$ cat src/rtl/spp_pkg.sv
`timescale 1ns/1ps
package spp_pkg;
  localparam int BYTE_W  = 8;
  localparam int SECTORS = 8;
  localparam int SEL_W   = $clog2(SECTORS);
  localparam int IDX_W   = $clog2(SECTORS + 2);
  localparam int UNLOCK_LEN = 4;
  localparam int DUMMY_LEN  = 3;

  localparam logic [BYTE_W-1:0] OP_READ = 8'h32;
  localparam logic [BYTE_W-1:0] UNLOCK_SEQ [UNLOCK_LEN] = '{8'h3D, 8'h2A, 8'h7F, 8'hFC};

  typedef enum logic [2:0] {
    ST_IDLE, ST_OPC, ST_SKIP, ST_DUMMY, ST_PROG, ST_READ
  } spp_state_t;

  typedef struct packed {
    logic              stageWr;
    logic [SEL_W-1:0]  stageIdx;
    logic [BYTE_W-1:0] wrData;
    logic              commit;
    logic              outLoad;
    logic              outShift;
    logic [IDX_W-1:0]  outIdx;
    logic              outEn;
  } spp_strobe_t;
endpackage

$ cat src/rtl/spp_ctrl.sv
`timescale 1ns/1ps
module spp_ctrl
  import spp_pkg::*;
#(
  parameter int SYNC_STAGES = 2
) (
  input  logic        clk,
  input  logic        rstN,
  input  logic        spiCsN,
  input  logic        spiSck,
  input  logic        spiMosi,
  output spp_strobe_t strobe
);
  logic [SYNC_STAGES-1:0] csPipe, sckPipe, mosiPipe;
  logic csPrev, sckPrev;
  logic csHigh, sckS, mosiS;
  logic csRiseE, csFallE, sckRiseE, sckFallE;

  spp_state_t state;
  logic [2:0]        bitCnt;
  logic [2:0]        outBit;
  logic [1:0]        seqCnt;
  logic [IDX_W-1:0]  dataCnt;
  logic [IDX_W-1:0]  outIdx;
  logic [BYTE_W-1:0] shiftIn;
  logic [BYTE_W-1:0] newByte;

  assign csHigh   = csPipe[SYNC_STAGES-1];
  assign sckS     = sckPipe[SYNC_STAGES-1];
  assign mosiS    = mosiPipe[SYNC_STAGES-1];
  assign csRiseE  = csHigh & ~csPrev;
  assign csFallE  = ~csHigh & csPrev;
  assign sckRiseE = ~csHigh & sckS & ~sckPrev;
  assign sckFallE = ~csHigh & ~sckS & sckPrev;
  assign newByte  = {shiftIn[BYTE_W-2:0], mosiS};

  always_ff @(posedge clk or negedge rstN) begin
    if (!rstN) begin
      csPipe   <= '1;
      sckPipe  <= '0;
      mosiPipe <= '0;
      csPrev   <= 1'b1;
      sckPrev  <= 1'b0;
    end else begin
      csPipe   <= {csPipe[SYNC_STAGES-2:0], spiCsN};
      sckPipe  <= {sckPipe[SYNC_STAGES-2:0], spiSck};
      mosiPipe <= {mosiPipe[SYNC_STAGES-2:0], spiMosi};
      csPrev   <= csHigh;
      sckPrev  <= sckS;
    end
  end

  always_ff @(posedge clk or negedge rstN) begin
    if (!rstN) begin
      state   <= ST_IDLE;
      bitCnt  <= '0;
      outBit  <= '0;
      seqCnt  <= '0;
      dataCnt <= '0;
      outIdx  <= '0;
      shiftIn <= '0;
      strobe  <= '0;
    end else begin
      strobe.stageWr  <= 1'b0;
      strobe.commit   <= 1'b0;
      strobe.outLoad  <= 1'b0;
      strobe.outShift <= 1'b0;
      if (csRiseE) begin
        if (state == ST_PROG && dataCnt == IDX_W'(SECTORS) && bitCnt == 3'd0)
          strobe.commit <= 1'b1;
        state        <= ST_IDLE;
        strobe.outEn <= 1'b0;
      end else if (csFallE) begin
        state   <= ST_OPC;
        bitCnt  <= '0;
        seqCnt  <= '0;
        dataCnt <= '0;
      end else begin
        if (sckRiseE && state != ST_IDLE && state != ST_SKIP) begin
          shiftIn <= newByte;
          bitCnt  <= bitCnt + 3'd1;
          if (bitCnt == 3'd7) begin
            case (state)
              ST_OPC: begin
                if (seqCnt == 2'd0 && newByte == OP_READ) begin
                  state <= ST_DUMMY;
                end else if (newByte == UNLOCK_SEQ[seqCnt]) begin
                  if (seqCnt == 2'(UNLOCK_LEN - 1)) state <= ST_PROG;
                  else seqCnt <= seqCnt + 2'd1;
                end else begin
                  state <= ST_SKIP;
                end
              end
              ST_DUMMY: begin
                if (seqCnt == 2'(DUMMY_LEN - 1)) begin
                  state        <= ST_READ;
                  outBit       <= '0;
                  outIdx       <= '0;
                  strobe.outEn <= 1'b1;
                end else begin
                  seqCnt <= seqCnt + 2'd1;
                end
              end
              ST_PROG: begin
                if (dataCnt < IDX_W'(SECTORS)) begin
                  strobe.stageWr  <= 1'b1;
                  strobe.stageIdx <= dataCnt[SEL_W-1:0];
                  strobe.wrData   <= newByte;
                  dataCnt         <= dataCnt + 1'b1;
                end else begin
                  dataCnt <= IDX_W'(SECTORS + 1);
                end
              end
              default: ;
            endcase
          end
        end
        if (sckFallE && state == ST_READ) begin
          if (outBit == 3'd0) begin
            strobe.outLoad <= 1'b1;
            strobe.outIdx  <= outIdx;
          end else begin
            strobe.outShift <= 1'b1;
          end
          outBit <= outBit + 3'd1;
          if (outBit == 3'd7 && outIdx < IDX_W'(SECTORS))
            outIdx <= outIdx + 1'b1;
        end
      end
    end
  end

  AST_COMMIT_CS_IDLE: assert property (@(posedge clk) disable iff (!rstN)
    strobe.commit |-> csHigh);
  AST_OE_CS_HIGH: assert property (@(posedge clk) disable iff (!rstN)
    (csHigh && csPrev) |-> !strobe.outEn);
  AST_STAGE_IN_FRAME: assert property (@(posedge clk) disable iff (!rstN)
    strobe.stageWr |-> !csHigh);
endmodule

$ cat src/rtl/spp_dpath.sv
`timescale 1ns/1ps
module spp_dpath
  import spp_pkg::*;
#(
  parameter int PROG_LIMIT = 10000,
  localparam int CNT_W = $clog2(PROG_LIMIT + 1)
) (
  input  logic             clk,
  input  logic             rstN,
  input  spp_strobe_t      strobe,
  output logic             misoBit,
  output logic             misoOe,
  output logic [CNT_W-1:0] progCount,
  output logic             limitReached
);
  logic [SECTORS-1:0][BYTE_W-1:0] protReg;
  logic [SECTORS-1:0][BYTE_W-1:0] stageReg;
  logic [BYTE_W-1:0]              outShifter;

  assign limitReached = (progCount == CNT_W'(PROG_LIMIT));
  assign misoBit      = outShifter[BYTE_W-1];
  assign misoOe       = strobe.outEn;

  always_ff @(posedge clk or negedge rstN) begin
    if (!rstN) begin
      protReg    <= '0;
      stageReg   <= '0;
      outShifter <= '1;
      progCount  <= '0;
    end else begin
      if (strobe.stageWr)
        stageReg[strobe.stageIdx] <= strobe.wrData;
      if (strobe.commit) begin
        protReg <= stageReg;
        if (!limitReached) progCount <= progCount + 1'b1;
      end
      if (strobe.outLoad) begin
        if (strobe.outIdx < IDX_W'(SECTORS))
          outShifter <= protReg[strobe.outIdx[SEL_W-1:0]];
        else
          outShifter <= '1;
      end else if (strobe.outShift) begin
        outShifter <= {outShifter[BYTE_W-2:0], 1'b1};
      end
    end
  end

  AST_COUNT_BOUND: assert property (@(posedge clk) disable iff (!rstN)
    progCount <= CNT_W'(PROG_LIMIT));
  AST_COUNT_STEP: assert property (@(posedge clk) disable iff (!rstN)
    (progCount != $past(progCount)) |-> ($past(strobe.commit) && progCount == $past(progCount) + 1'b1));
  AST_REG_HOLD: assert property (@(posedge clk) disable iff (!rstN)
    !$past(strobe.commit) |-> $stable(protReg));
endmodule

$ cat src/rtl/sect_prot_spi.sv
`timescale 1ns/1ps
module sect_prot_spi
  import spp_pkg::*;
#(
  parameter int PROG_LIMIT  = 10000,
  parameter int SYNC_STAGES = 2,
  localparam int CNT_W = $clog2(PROG_LIMIT + 1)
) (
  input  logic             clk,
  input  logic             rstN,
  input  logic             spiCsN,
  input  logic             spiSck,
  input  logic             spiMosi,
  output logic             spiMiso,
  output logic             spiMisoOe,
  output logic [CNT_W-1:0] progCount,
  output logic             limitReached
);
  spp_strobe_t ctrlStrobe;

  spp_ctrl #(.SYNC_STAGES(SYNC_STAGES)) uCtrl (
    .clk     (clk),
    .rstN    (rstN),
    .spiCsN  (spiCsN),
    .spiSck  (spiSck),
    .spiMosi (spiMosi),
    .strobe  (ctrlStrobe)
  );

  spp_dpath #(.PROG_LIMIT(PROG_LIMIT)) uDpath (
    .clk          (clk),
    .rstN         (rstN),
    .strobe       (ctrlStrobe),
    .misoBit      (spiMiso),
    .misoOe       (spiMisoOe),
    .progCount    (progCount),
    .limitReached (limitReached)
  );
endmodule

$ cat config.mk
export PLATFORM = sky130hd
export DESIGN_NAME = sect_prot_spi
export DESIGN_NICKNAME = d
export VERILOG_FILES = /design/src/rtl/spp_pkg.sv /design/src/rtl/spp_ctrl.sv /design/src/rtl/spp_dpath.sv /design/src/rtl/sect_prot_spi.sv
export SDC_FILE = /design/constraint.sdc
export NUM_CORES = 1
export LEC_CHECK = 0
export ABC_AREA = 1
export BUFFER_PORTS_ARGS = -buffer_cell sky130_fd_sc_hd__buf_2
export CAP_MARGIN = 25
export CORE_MARGIN = 4
export CORE_UTILIZATION = 55
export DETAILED_ROUTE_END_ITERATION = 16
export PLACE_DENSITY = 0.68
export SLEW_MARGIN = 20
export SYNTH_ARGS = -nofsm -noshare
export SYNTH_HDL_FRONTEND = slang
export SYNTH_SLANG_ARGS = --single-unit
$ cat constraint.sdc
create_clock -name clk -period 4.4 [get_ports clk]
set_input_delay 0.22 -clock clk [delete_from_list [all_inputs] [get_ports clk]]
set_output_delay 0.22 -clock clk [all_outputs]
set_load 0.1 [all_outputs]
* Yosys cells after proc, flatten, opt, wreduce, memory -nomap -nowiden
Cells that the tools add are included.
** Storage, ports and cells
- Flip-flop bits (word level) :: 204
- Latch bits :: 0
- Memory bits (writable) :: 0
- Bits in read-only memories :: 0
- Memories kept :: 0
** Cells by class
- $add $sub $neg :: 6
- $mul :: 0
- Div/mod/pow operators :: 0
- Magnitude comparators :: 7
- Equality and inequality tests :: 20
- Shift operators :: 0
- Mux-type cells :: 65
- Bitwise operators :: 14
- Reduce and logical (&&, ||, !) cells :: 39
** Operators by type and width (number)
- $mux W12 :: 6
- $bwmux W64 :: 1
- $mux W8 :: 7
- $mux W4 :: 12
- $mux W3 :: 15
- $bmux W8 S3 :: 1
- $demux W8 S3 :: 1
- $reduce_bool A2 Y1 :: 12
- $bmux W8 S2 :: 1
- $add A14 B1 Y14 const B :: 1
- $eq A14 B14 Y1 const B :: 1
- $mux W2 :: 7
- $eq A3 B3 Y1 const B :: 4
- $lt A4 B4 Y1 const B :: 3
- $mux W6 :: 2
- $ne A3 B2 Y1 const B :: 4
- $reduce_and A6 Y1 :: 2
- $reduce_bool A3 Y1 :: 4
- $reduce_and A5 Y1 :: 2
- $mux W1 :: 9
- $add A4 B1 Y4 const B :: 2
- $eq A8 B6 Y1 const B :: 1
- $eq A8 B8 Y1 :: 1
- $logic_and A1 B1 Y1 :: 8
- 26 further kinds :: 44

* Logic depth before layout (Yosys ltp)
Gate-level depths: netlist (run 1).
- Word-level depth :: 12
- Depth in mapped cells :: 13
- Mapped depth without buffers :: 13

* Hierarchy
From an unflattened synthesis (run 1), not the netlist that was laid out.
** Unflattened totals
- Cell total of the unflattened synthesis :: 1121
- Area, all modules :: 9332.7 sq um
** Modules (own cells, without submodules)
- spp_dpath :: instances 1, cells each 829, area each 6698.9 sq um
- spp_ctrl :: instances 1, cells each 292, area each 2633.8 sq um

* Worst setup path before layout (run 1)
OpenSTA, ideal clock, no wires.
- Path type :: reg2out
- Start point :: register uDpath.progCount[10]
- End point :: output limitReached
- Data arrival time :: 2302 ps
- Required time :: 4180 ps
- Slack :: 1878 ps
- Stages on the path, launching flop included :: 5
- Buffers on the path :: 0
- Path through :: dfrtp_1 > inv_1 > nor4_1 > nand4_2 > inv_1
** Between the ends
- Longest elaborated chain between the ends :: 1
** RTL lines
- from (decl) :: line spp_dpath.sv:13 : output logic [CNT_W-1:0] progCount,
- from (signal assigned) :: line spp_dpath.sv:35 : if (!limitReached) progCount <= progCount + 1'b1;
- $eq A14 B14 Y1 :: line spp_dpath.sv:20 : assign limitReached = (progCount == CNT_W'(PROG_LIMIT));
- to (decl) :: line sect_prot_spi.sv:17 : output logic limitReached
Every way passes these cells.

* Final worst setup path (run 1)
- Start point :: register uDpath.progCount[6]
- End point :: output limitReached
Same word-level chain as after synthesis.

==> flow_metrics.env, run 1 <==
export IMPL_dp_cells=1252
export IMPL_route_top_layer_used="met4"
export IMPL_cts_buffers=22
export IMPL_postRouteAntennaNets=0
export IMPL_cts_tree="built"
export IMPL_place_area_um2=9270
export IMPL_stdcell_count=1297
export IMPL_route_met2_wl_um=9310
export IMPL_pwr_density_cell_nw_per_um2=437
export IMPL_worst_slack_ps=2160
export IMPL_cp_depth=4
export IMPL_vias=6891
export IMPL_path_class="register to primary output"
export IMPL_clk_latency_ps=500
export IMPL_worstMarginPinSlew_ps=927
export IMPL_grt_util_all_layers=0.225
export IMPL_antenna_cells=0
export IMPL_cts_resized=0
export IMPL_wirelength_met1_um=9200
export IMPL_start_util=0.565
export IMPL_finalClockSkew_ps=8.62
export IMPL_first_iter_violations=433
export IMPL_dieArea_um2=18500
export IMPL_design_area_um2=10200
export IMPL_relSlewSlack=0.381
export IMPL_crit_fanout=7
export IMPL_yosysSeqAreaShare=0.568
export IMPL_postSynthRegisterBits=204
export IMPL_ios=22
export IMPL_critPathBufInv=2
export IMPL_grt_pass1_wl_um=33400
export IMPL_peakVddDrop_v=0.000311
export IMPL_htreeDepth=1
export IMPL_fin_crit_sh=0.508
export IMPL_final_hold_viol_count=0
export IMPL_area_sequential_um2=5120
export IMPL_dp_slack_ps=2120
export IMPL_critical_path_required_ps=4180
export IMPL_worstPathCellList="nor4_1 -> nand4_2 -> inv_1 -> buf_2"
export IMPL_syn_inst=1048
export IMPL_hold_slack_ps=156
export IMPL_hpwl_um=12400
export IMPL_drt_drc_violations_left=0
export IMPL_grt_pass1_vias=6545
export IMPL_core_area_um2=15900
export IMPL_cp_slowest_cell="dfrtp_1"
export IMPL_areaGrowthSynthToFinish_pct=12.9
export IMPL_multi_input_area_um2=3370
export IMPL_wl_per_cell_um=15.3
export IMPL_ys_warnings_count=0
export IMPL_floorplan_rows=46
export IMPL_p_leak_nw=4.91
export IMPL_final_setup_tns_ps=0
export IMPL_gp_congestion=0.875
export IMPL_synth_nets=1071
export IMPL_overflow=0
export IMPL_min_path_type="input pin to async pin"
export IMPL_max_freq_mhz=447
export IMPL_cp_end_kind="primary output"
export IMPL_cp_start_kind="register"
export IMPL_nNetsFinal=1088
export IMPL_crit_arrival_ps=2020
export IMPL_p_total_mw=4.44
export IMPL_syn_area_um2=9010
export IMPL_antenna_found_initial=0
export IMPL_maxCapViolCount=0
export IMPL_final_min_clock_period_ps=2240
export IMPL_fillers=1376
export IMPL_io_buffer_count=21
export IMPL_clockBufferDepth=3
export IMPL_slowest_delay_ps=460
export IMPL_drv_slew=0
export IMPL_syn_area_per_cell_um2=8.59
export IMPL_fp_dieW_um=136
export IMPL_setup_viol=0
export IMPL_rsz0062_at_grt="false"
export IMPL_cts_sinks=204
export IMPL_synth_top_area_share=0.536
export IMPL_drive_gt1_frac=0.0879
export IMPL_synthDistinctLibCells=37
export IMPL_die_y_um=136
export IMPL_root_buffer="clkbuf_16"
export IMPL_r2r_cells=12
export IMPL_grt_max_degree=122
export IMPL_synth_area_leaders="dfrtp_1 (54%), nand2_1 (15%), o21ai_0 (7.7%), inv_1 (3.6%), dfstp_2 (3.2%)"
export IMPL_drt_wl_total_um=19800
export IMPL_met3_length_um=934
export IMPL_firstDrtPassIters=5
export IMPL_path_clk_slew_ps=70
export IMPL_cp_top_family="simple AND/OR/NAND/NOR gates"
export IMPL_synth_top_cell_by_area="dfrtp_1"
export IMPL_via_per_inst=5.31
export IMPL_final_util=0.638
export IMPL_status="finished clean"
-- sequential cells by signal, summed over array words and instances (netlist names), 4 cells and up --
register / count
uDpath.protReg: 64
uCtrl.dataCnt: 4
uCtrl.shiftIn: 7
uCtrl.outIdx: 4
uDpath.outShifter: 8
uDpath.stageReg: 64
uDpath.progCount: 14
uCtrl.strobe: 20
-- cell type report --
type,instances,share of cell area
Clock buffer,29,0.0608
Clock inverter,11,0.0205
Inverter,92,0.0344
Multi-Input combinational cell,714,0.332
Sequential cell,204,0.503
Tap cell,216,0.0266
Timing Repair Buffer,31,0.0228
-- cells in the mapped netlist, drive strengths merged --
cell type  count
xnor2          4
dfstp         11
o211ai         8
o32ai          1
inv           91
nand2        360
nand3         55
ha            18
clkbuf        28
nand3b         2
a31oi          1
nor3          13
xor2           7
nand4         11
a22oi          2
clkinv         1
a21oi         29
buf           10
o21ai        146
nor2          53
a21o           1
dfrtp        193
nor4           3
-- report_power, final --
part | internal, mW | switching [mW] | total [mW] | leakage [nW]
clock network | 1.34 | 0.737 | 2.08 | 0.408
logic | 0.108 | 0.229 | 0.337 | 1.72
registers | 1.94 | 0.0813 | 2.02 | 2.78
total | 3.39 | 1.05 | 4.44 | 4.91
-- cell families (layout without fill, tap and decap cells) --
group / Yosys count / after routing / synth area share
AO/OA/AOI/OAI: 188 / 188 / 0.109
XOR/XNOR: 11 / 11 / 0.0107
AND/OR/NAND/NOR: 497 / 497 / 0.229
adder cells (fa/ha/maj): 18 / 18 / 0.0250
buffers and inverters: 130 / 163 / 0.0581
flip-flops: 204 / 204 / 0.568
-- what timing repair did --
action / CTS / global route
hold buffers: 4 / 0
setup buffers: 0 / 0
endpoints found under the hold margin: 115 / 0
-- worst paths after layout --
kind                                                 startpoint                                to  slack [ps]
worst max-delay path            uDpath.progCount[6]$_DFFE_PN0P_                      limitReached        2160
worst min-delay path                                       rstN    uDpath.protReg[30]$_DFFE_PN0P_         160
worst max register to register      uCtrl.seqCnt[0]$_DFFE_PN0P_        uCtrl.state[0]$_DFFE_PN0P_        2420
worst min register to register      uCtrl.mosiPipe[0]$_DFF_PN0_       uCtrl.mosiPipe[1]$_DFF_PN0_         350
max in group asynchronous                                  rstN  uDpath.outShifter[0]$_DFFE_PN1P_        3510
min in group clk                    uCtrl.mosiPipe[0]$_DFF_PN0_       uCtrl.mosiPipe[1]$_DFF_PN0_         350
-- layer usage --
layer / GRT usage / up-vias
met2: 0.368 / 149
li1: - / 3405
met5: 0 / -
met4: 0.0582 / 0
met3: 0.0315 / 34
met1: 0.320 / 3303
-- placed cells by master (no fill, tap or decap), drive strengths merged, types with 8 or more instances in the layout --
cell type and count:
o211ai 8, nor2 53, nand4 11, buf 26, a21oi 29, nand3 55
nor3 13, clkbuf 30, nand2 360, dfstp 11, dfrtp 193, inv 92
o21ai 146, ha 18
Note: power is estimated with default switching activity, not from simulation.
==> run 2: changes to the inputs <==
- PLACE_DENSITY: 0.68 -> 0.71
- clock period: 4.4 -> 1.85 ns (I/O delays scaled with it)
==> run 2 against run 1 <==
Effect of this change: design area is 2.7% higher; via count is 3.0% higher; sequential share of layout area is 1.1 points lower; die area stayed put; clock power is 110% higher; non-clock buffer count is 33 higher; critical path depth is 2 higher; sequential power is 140% higher; wire length is 2.6% higher; setup slack worse by 2200 ps; final cell count is 2.4% higher; first-iteration DRC count is 21% higher; critical path type unchanged; largest power group is now registers.
==> flow_metrics.env, run 2 (synthesis results as in run 1) <==
export IMPL_min_path_type="input pin to async pin"
export IMPL_gp_congestion=0.879
export IMPL_fin_crit_sh=0.994
export IMPL_floorplan_rows=46
export IMPL_drv_slew=0
export IMPL_areaGrowthSynthToFinish_pct=16.0
export IMPL_drt_wl_total_um=20300
export IMPL_io_buffer_count=21
export IMPL_slowest_delay_ps=420
export IMPL_worst_slack_ps=10.4
export IMPL_fillers=1332
export IMPL_overflow=0
export IMPL_finalClockSkew_ps=13.3
export IMPL_pwr_density_cell_nw_per_um2=964
export IMPL_ios=22
export IMPL_crit_fanout=3
export IMPL_antenna_found_initial=0
export IMPL_drive_gt1_frac=0.141
export IMPL_die_y_um=136
export IMPL_rsz0062_at_grt="true"
export IMPL_worstMarginPinSlew_ps=623
export IMPL_path_clk_slew_ps=60
export IMPL_grt_pass1_vias=6724
export IMPL_cts_sinks=204
export IMPL_relSlewSlack=0.584
export IMPL_fp_dieW_um=136
export IMPL_critical_path_required_ps=1760
export IMPL_crit_arrival_ps=1750
export IMPL_htreeDepth=1
export IMPL_first_iter_violations=522
export IMPL_clockBufferDepth=3
export IMPL_grt_max_degree=62
export IMPL_drt_drc_violations_left=0
export IMPL_cts_buffers=22
export IMPL_peakVddDrop_v=0.000843
export IMPL_final_hold_viol_count=0
export IMPL_hold_slack_ps=169
export IMPL_dp_slack_ps=-14.7
export IMPL_hpwl_um=13200
export IMPL_grt_util_all_layers=0.228
export IMPL_final_util=0.655
export IMPL_cp_slowest_cell="dfrtp_2"
export IMPL_wl_per_cell_um=15.3
export IMPL_cts_tree="built"
export IMPL_path_class="register to primary output"
export IMPL_nNetsFinal=1121
export IMPL_place_area_um2=9560
export IMPL_grt_pass1_wl_um=33800
export IMPL_core_area_um2=15900
export IMPL_final_cell_mix="nand2_1 (354), dfrtp_1 (177), o21ai_0 (138)"
export IMPL_antenna_cells=0
export IMPL_vias=7099
export IMPL_p_leak_nw=5.01
export IMPL_start_util=0.565
export IMPL_design_area_um2=10400
export IMPL_clk_latency_ps=510
export IMPL_postRouteAntennaNets=0
export IMPL_layout_commonest_cell="nand2_1"
export IMPL_dieArea_um2=18500
export IMPL_max_freq_mhz=544
export IMPL_worstPathCellList="inv_2 -> nand2_2 -> nor4_4 -> nand4_2 -> clkinvlp_4 -> buf_12"
export IMPL_cp_start_kind="register"
export IMPL_via_per_inst=5.35
export IMPL_final_min_clock_period_ps=1840
export IMPL_status="finished clean"
export IMPL_root_buffer="clkbuf_16"
export IMPL_setup_viol=0
export IMPL_reg_top3="uDpath.protReg x64, uDpath.stageReg x64, uCtrl.strobe x20"
export IMPL_maxCapViolCount=0
export IMPL_firstDrtPassIters=5
export IMPL_cp_end_kind="primary output"
## run 2: cell count changes in the layout (fill, tap and decap cells not counted), moves of 5 or more
cell | previous run | this run
buf_4 | 4 | 34
dfrtp_1 | 192 | 177
dfrtp_2 | 1 | 15
buf_12 | 1 | 6
bufinv_16 | 6 | 1
inv_1 | 87 | 82
## run 2: critical path: cells and delay by family (launching register included)
family	cells	cell delay [ps]
DFF	1	420
buffers and inverters	3	380
and+or+nand+nor	3	460
## run 2: area by class of cell
class | count | area [um^2] | share of cell area
clock buffers | 35 | 671 | 0.0642
clock inverters | 3 | 40.0 | 0.00383
inverters | 92 | 357 | 0.0341
multi-input cells | 714 | 3450 | 0.330
flip-flops and latches | 204 | 5140 | 0.492
well taps | 216 | 270 | 0.0259
repair buffers | 64 | 524 | 0.0502
## run 2: routing by layer
| metal | GRT usage | share of wire | vias to the layer above |
|---|---|---|---|
| li1 | - | - | 3482 |
| met2 | 0.364 | 0.46 | 178 |
| met3 | 0.0333 | 0.055 | 36 |
| met4 | 0.0622 | 0.022 | 0 |
| met1 | 0.328 | 0.46 | 3403 |
| met5 | 0 | 0 | - |
## run 2: final timing paths
path | startpoint | end | slack (ps) | cells after the start
worst max-delay path | uDpath.progCount[5]$_DFFE_PN0P_ | limitReached | 10 | 6
worst min register to register | uCtrl.mosiPipe[0]$_DFF_PN0_ | uCtrl.mosiPipe[1]$_DFF_PN0_ | 350 | 0
worst max register to register | uCtrl.csPrev$_DFF_PN1_ | uCtrl.strobe[3]$_DFFE_PN0P_ | 90 | 7
worst min-delay path | rstN | uDpath.progCount[5]$_DFFE_PN0P_ | 170 | 2
max in group asynchronous | rstN | uCtrl.mosiPipe[0]$_DFF_PN0_ | 1040 | 3
min in group clk | spiMosi | uCtrl.mosiPipe[0]$_DFF_PN0_ | 250 | 2
## run 2: report_power, final
group / switching [mW] / total (mW) / internal, mW
logic: 0.633 / 0.962 / 0.329
registers: 0.172 / 4.80 / 4.62
clock network: 1.70 / 4.31 / 2.61
## run 2: repair_timing
| action | 4_1_cts | 5_1_grt |
|---|---|---|
| setup endpoints to repair | 4 | 26 |
| cloned | 0 | 0 |
| setup buffers | 4 | 3 |
| hold buffers | 4 | 0 |
| hold endpoints to repair | 71 | 0 |
| pin swaps | 2 | 6 |
| gates resized for setup | 3 | 22 |
## run 2: per-stage QoR
step                      total power [mW]  setup TNS (ps)  instances
final                                 10.1               0       1328
after global routing                  10.5           -97.9       1328
after CTS                             10.1           -25.5       1325
after detailed placement              5.76           -14.7       1279
after global placement                5.73               0       1279
after floorplan                       5.39               0       1048
==> run 3: changes to the inputs <==
- PLACE_DENSITY: 0.71 -> 0.68
- clock period: 1.85 -> 2.05 ns (I/O delays scaled with it)
==> run 3 against run 2 <==
Effect of this change: first-iteration DRC count down 11%; via count down 2.8%; critical path depth unchanged; clock skew down 5.2 ps; largest power group unchanged.
==> flow_metrics.env, run 3 (synthesis results as in run 1) <==
export IMPL_status="finished clean"
export IMPL_peakVddDrop_v=0.000802
export IMPL_clockBufferDepth=3
export IMPL_path_class="register to primary output"
export IMPL_cp_slowest_cell="dfrtp_1"
export IMPL_layout_commonest_cell="nand2_1"
export IMPL_drt_wl_total_um=20100
export IMPL_fp_dieW_um=136
export IMPL_via_per_inst=5.27
export IMPL_grt_util_all_layers=0.231
export IMPL_drive_gt1_frac=0.103
export IMPL_die_y_um=136
export IMPL_final_cell_mix="nand2_1 (357), dfrtp_1 (184), o21ai_0 (138)"
export IMPL_relSlewSlack=0.383
export IMPL_ios=22
export IMPL_fin_crit_sh=0.938
export IMPL_antenna_cells=0
export IMPL_pwr_density_cell_nw_per_um2=897
export IMPL_crit_arrival_ps=1820
export IMPL_cts_sinks=204
export IMPL_first_iter_violations=462
export IMPL_antenna_found_initial=0
export IMPL_fillers=1378
export IMPL_wl_per_cell_um=15.4
export IMPL_worstPathCellList="inv_1 -> nand2_1 -> nor4_4 -> nand4_2 -> clkinvlp_4 -> buf_8"
export IMPL_drt_drc_violations_left=0
export IMPL_cp_end_kind="primary output"
export IMPL_worstSetupEndpoint="limitReached"
export IMPL_r2r_setup_slack_ps=240
export IMPL_cts_tree="built"
export IMPL_path_clk_slew_ps=60
export IMPL_min_path_type="input pin to async pin"
export IMPL_worstMarginPinSlew_ps=924
export IMPL_root_buffer="clkbuf_16"
export IMPL_hpwl_um=12800
export IMPL_critical_path_required_ps=1950
export IMPL_floorplan_rows=46
export IMPL_p_total_mw=9.16
export IMPL_slowest_delay_ps=420
export IMPL_overflow=0
export IMPL_cts_buffers=22
export IMPL_max_freq_mhz=520
export IMPL_dp_cells=1264
export IMPL_final_hold_viol_count=0
export IMPL_gp_congestion=0.884
export IMPL_vias=6898
export IMPL_post_cts_buffers=0
export IMPL_postRouteAntennaNets=0
export IMPL_r2r_cells=7
export IMPL_firstDrtPassIters=7
export IMPL_worst_slack_ps=128
export IMPL_finalClockSkew_ps=8.05
export IMPL_worstSetupStartpoint="uDpath.progCount[5]$_DFFE_PN0P_"
export IMPL_grt_pass1_wl_um=34300
export IMPL_clk_latency_ps=490
export IMPL_dp_slack_ps=159
export IMPL_start_util=0.565
export IMPL_p_leak_nw=4.93
export IMPL_final_util=0.640
export IMPL_htreeDepth=1
export IMPL_rr_endpoint="uCtrl.state[1]$_DFFE_PN0P_"
export IMPL_worstReg2RegStart="uCtrl.csPipe[1]$_DFF_PN1_"
export IMPL_dieArea_um2=18500
export IMPL_final_min_clock_period_ps=1920
export IMPL_crit_fanout=5
export IMPL_nNetsFinal=1099
export IMPL_io_buffer_count=21
export IMPL_final_setup_tns_ps=0
export IMPL_stdcell_count=1308
export IMPL_maxCapViolCount=0
export IMPL_setup_viol=0
export IMPL_core_area_um2=15900
export IMPL_grt_max_degree=58
export IMPL_cp_start_kind="register"
export IMPL_grt_pass1_vias=6729
export IMPL_areaGrowthSynthToFinish_pct=13.4
export IMPL_reg_top3="uDpath.protReg x64, uDpath.stageReg x64, uCtrl.strobe x20"
export IMPL_drv_slew=0
==> run 3: cell count changes in the layout (fill, tap and decap cells not counted), sizes merged <==
cell	change
clkinv	+2
buf	-22
bufinv	+2
clkbuf	-2
==> run 3: worst max-delay path: cells and delay by family, from the launching register on <==
kind          cells  cell delay [ps]
simple gates      3              460
buf+inv           3              440
flops             1              420
==> run 3: how the worst min path moves through the flow <==
stage | startpoint | end | slack [ps]
2_1_floorplan | rstN | uCtrl.bitCnt[0]$_DFFE_PN0P_ | -190
3_3_place_gp | rstN | uDpath.progCount[6]$_DFFE_PN0P_ | 120
3_5_place_dp | rstN | uDpath.progCount[6]$_DFFE_PN0P_ | 120
4_1_cts | rstN | uDpath.progCount[3]$_DFFE_PN0P_ | 170
5_1_grt | rstN | uDpath.progCount[3]$_DFFE_PN0P_ | 180
6_report | rstN | uDpath.progCount[6]$_DFFE_PN0P_ | 160
==> run 3: power breakdown <==
group          leakage (nW)  switching [mW]  internal [mW]  total [mW]
Sequential             2.77           0.161           4.17        4.33
Clock                 0.365            1.54           2.51        4.05
Combinational          1.79           0.535          0.248       0.783
==> run 3: layer usage <==
metal	GRT usage	wire, um
met4	0.0526	248
met3	0.0333	1120
met1	0.335	9240
met2	0.372	9480
met5	0	0
==> run 3: timing repair <==
item,4_1_cts,5_1_grt
setup endpoints to repair,1,4
pin swaps,0,1
hold buffers,4,0
endpoints found under the hold margin,57,0
gates resized for setup,2,5
==> run 3: metrics by stage <==
stage | cell area [um^2] | hold WS [ps]
5_1_grt | 10200 | 176
3_3_place_gp | 9400 | 117
3_5_place_dp | 9400 | 122
2_1_floorplan | 9020 | -193
6_report | 10200 | 157
4_1_cts | 10200 | 167
==> run 3: final cells by class <==
cell class | count | area (um^2) | share of cell area
sequential | 204 | 5130 | 0.502
multi-input combinational | 714 | 3380 | 0.331
clock buffer | 33 | 633 | 0.0620
inverter | 92 | 354 | 0.0347
timing repair buffer | 42 | 329 | 0.0322
tap | 216 | 270 | 0.0265
clock inverter | 7 | 110 | 0.0108
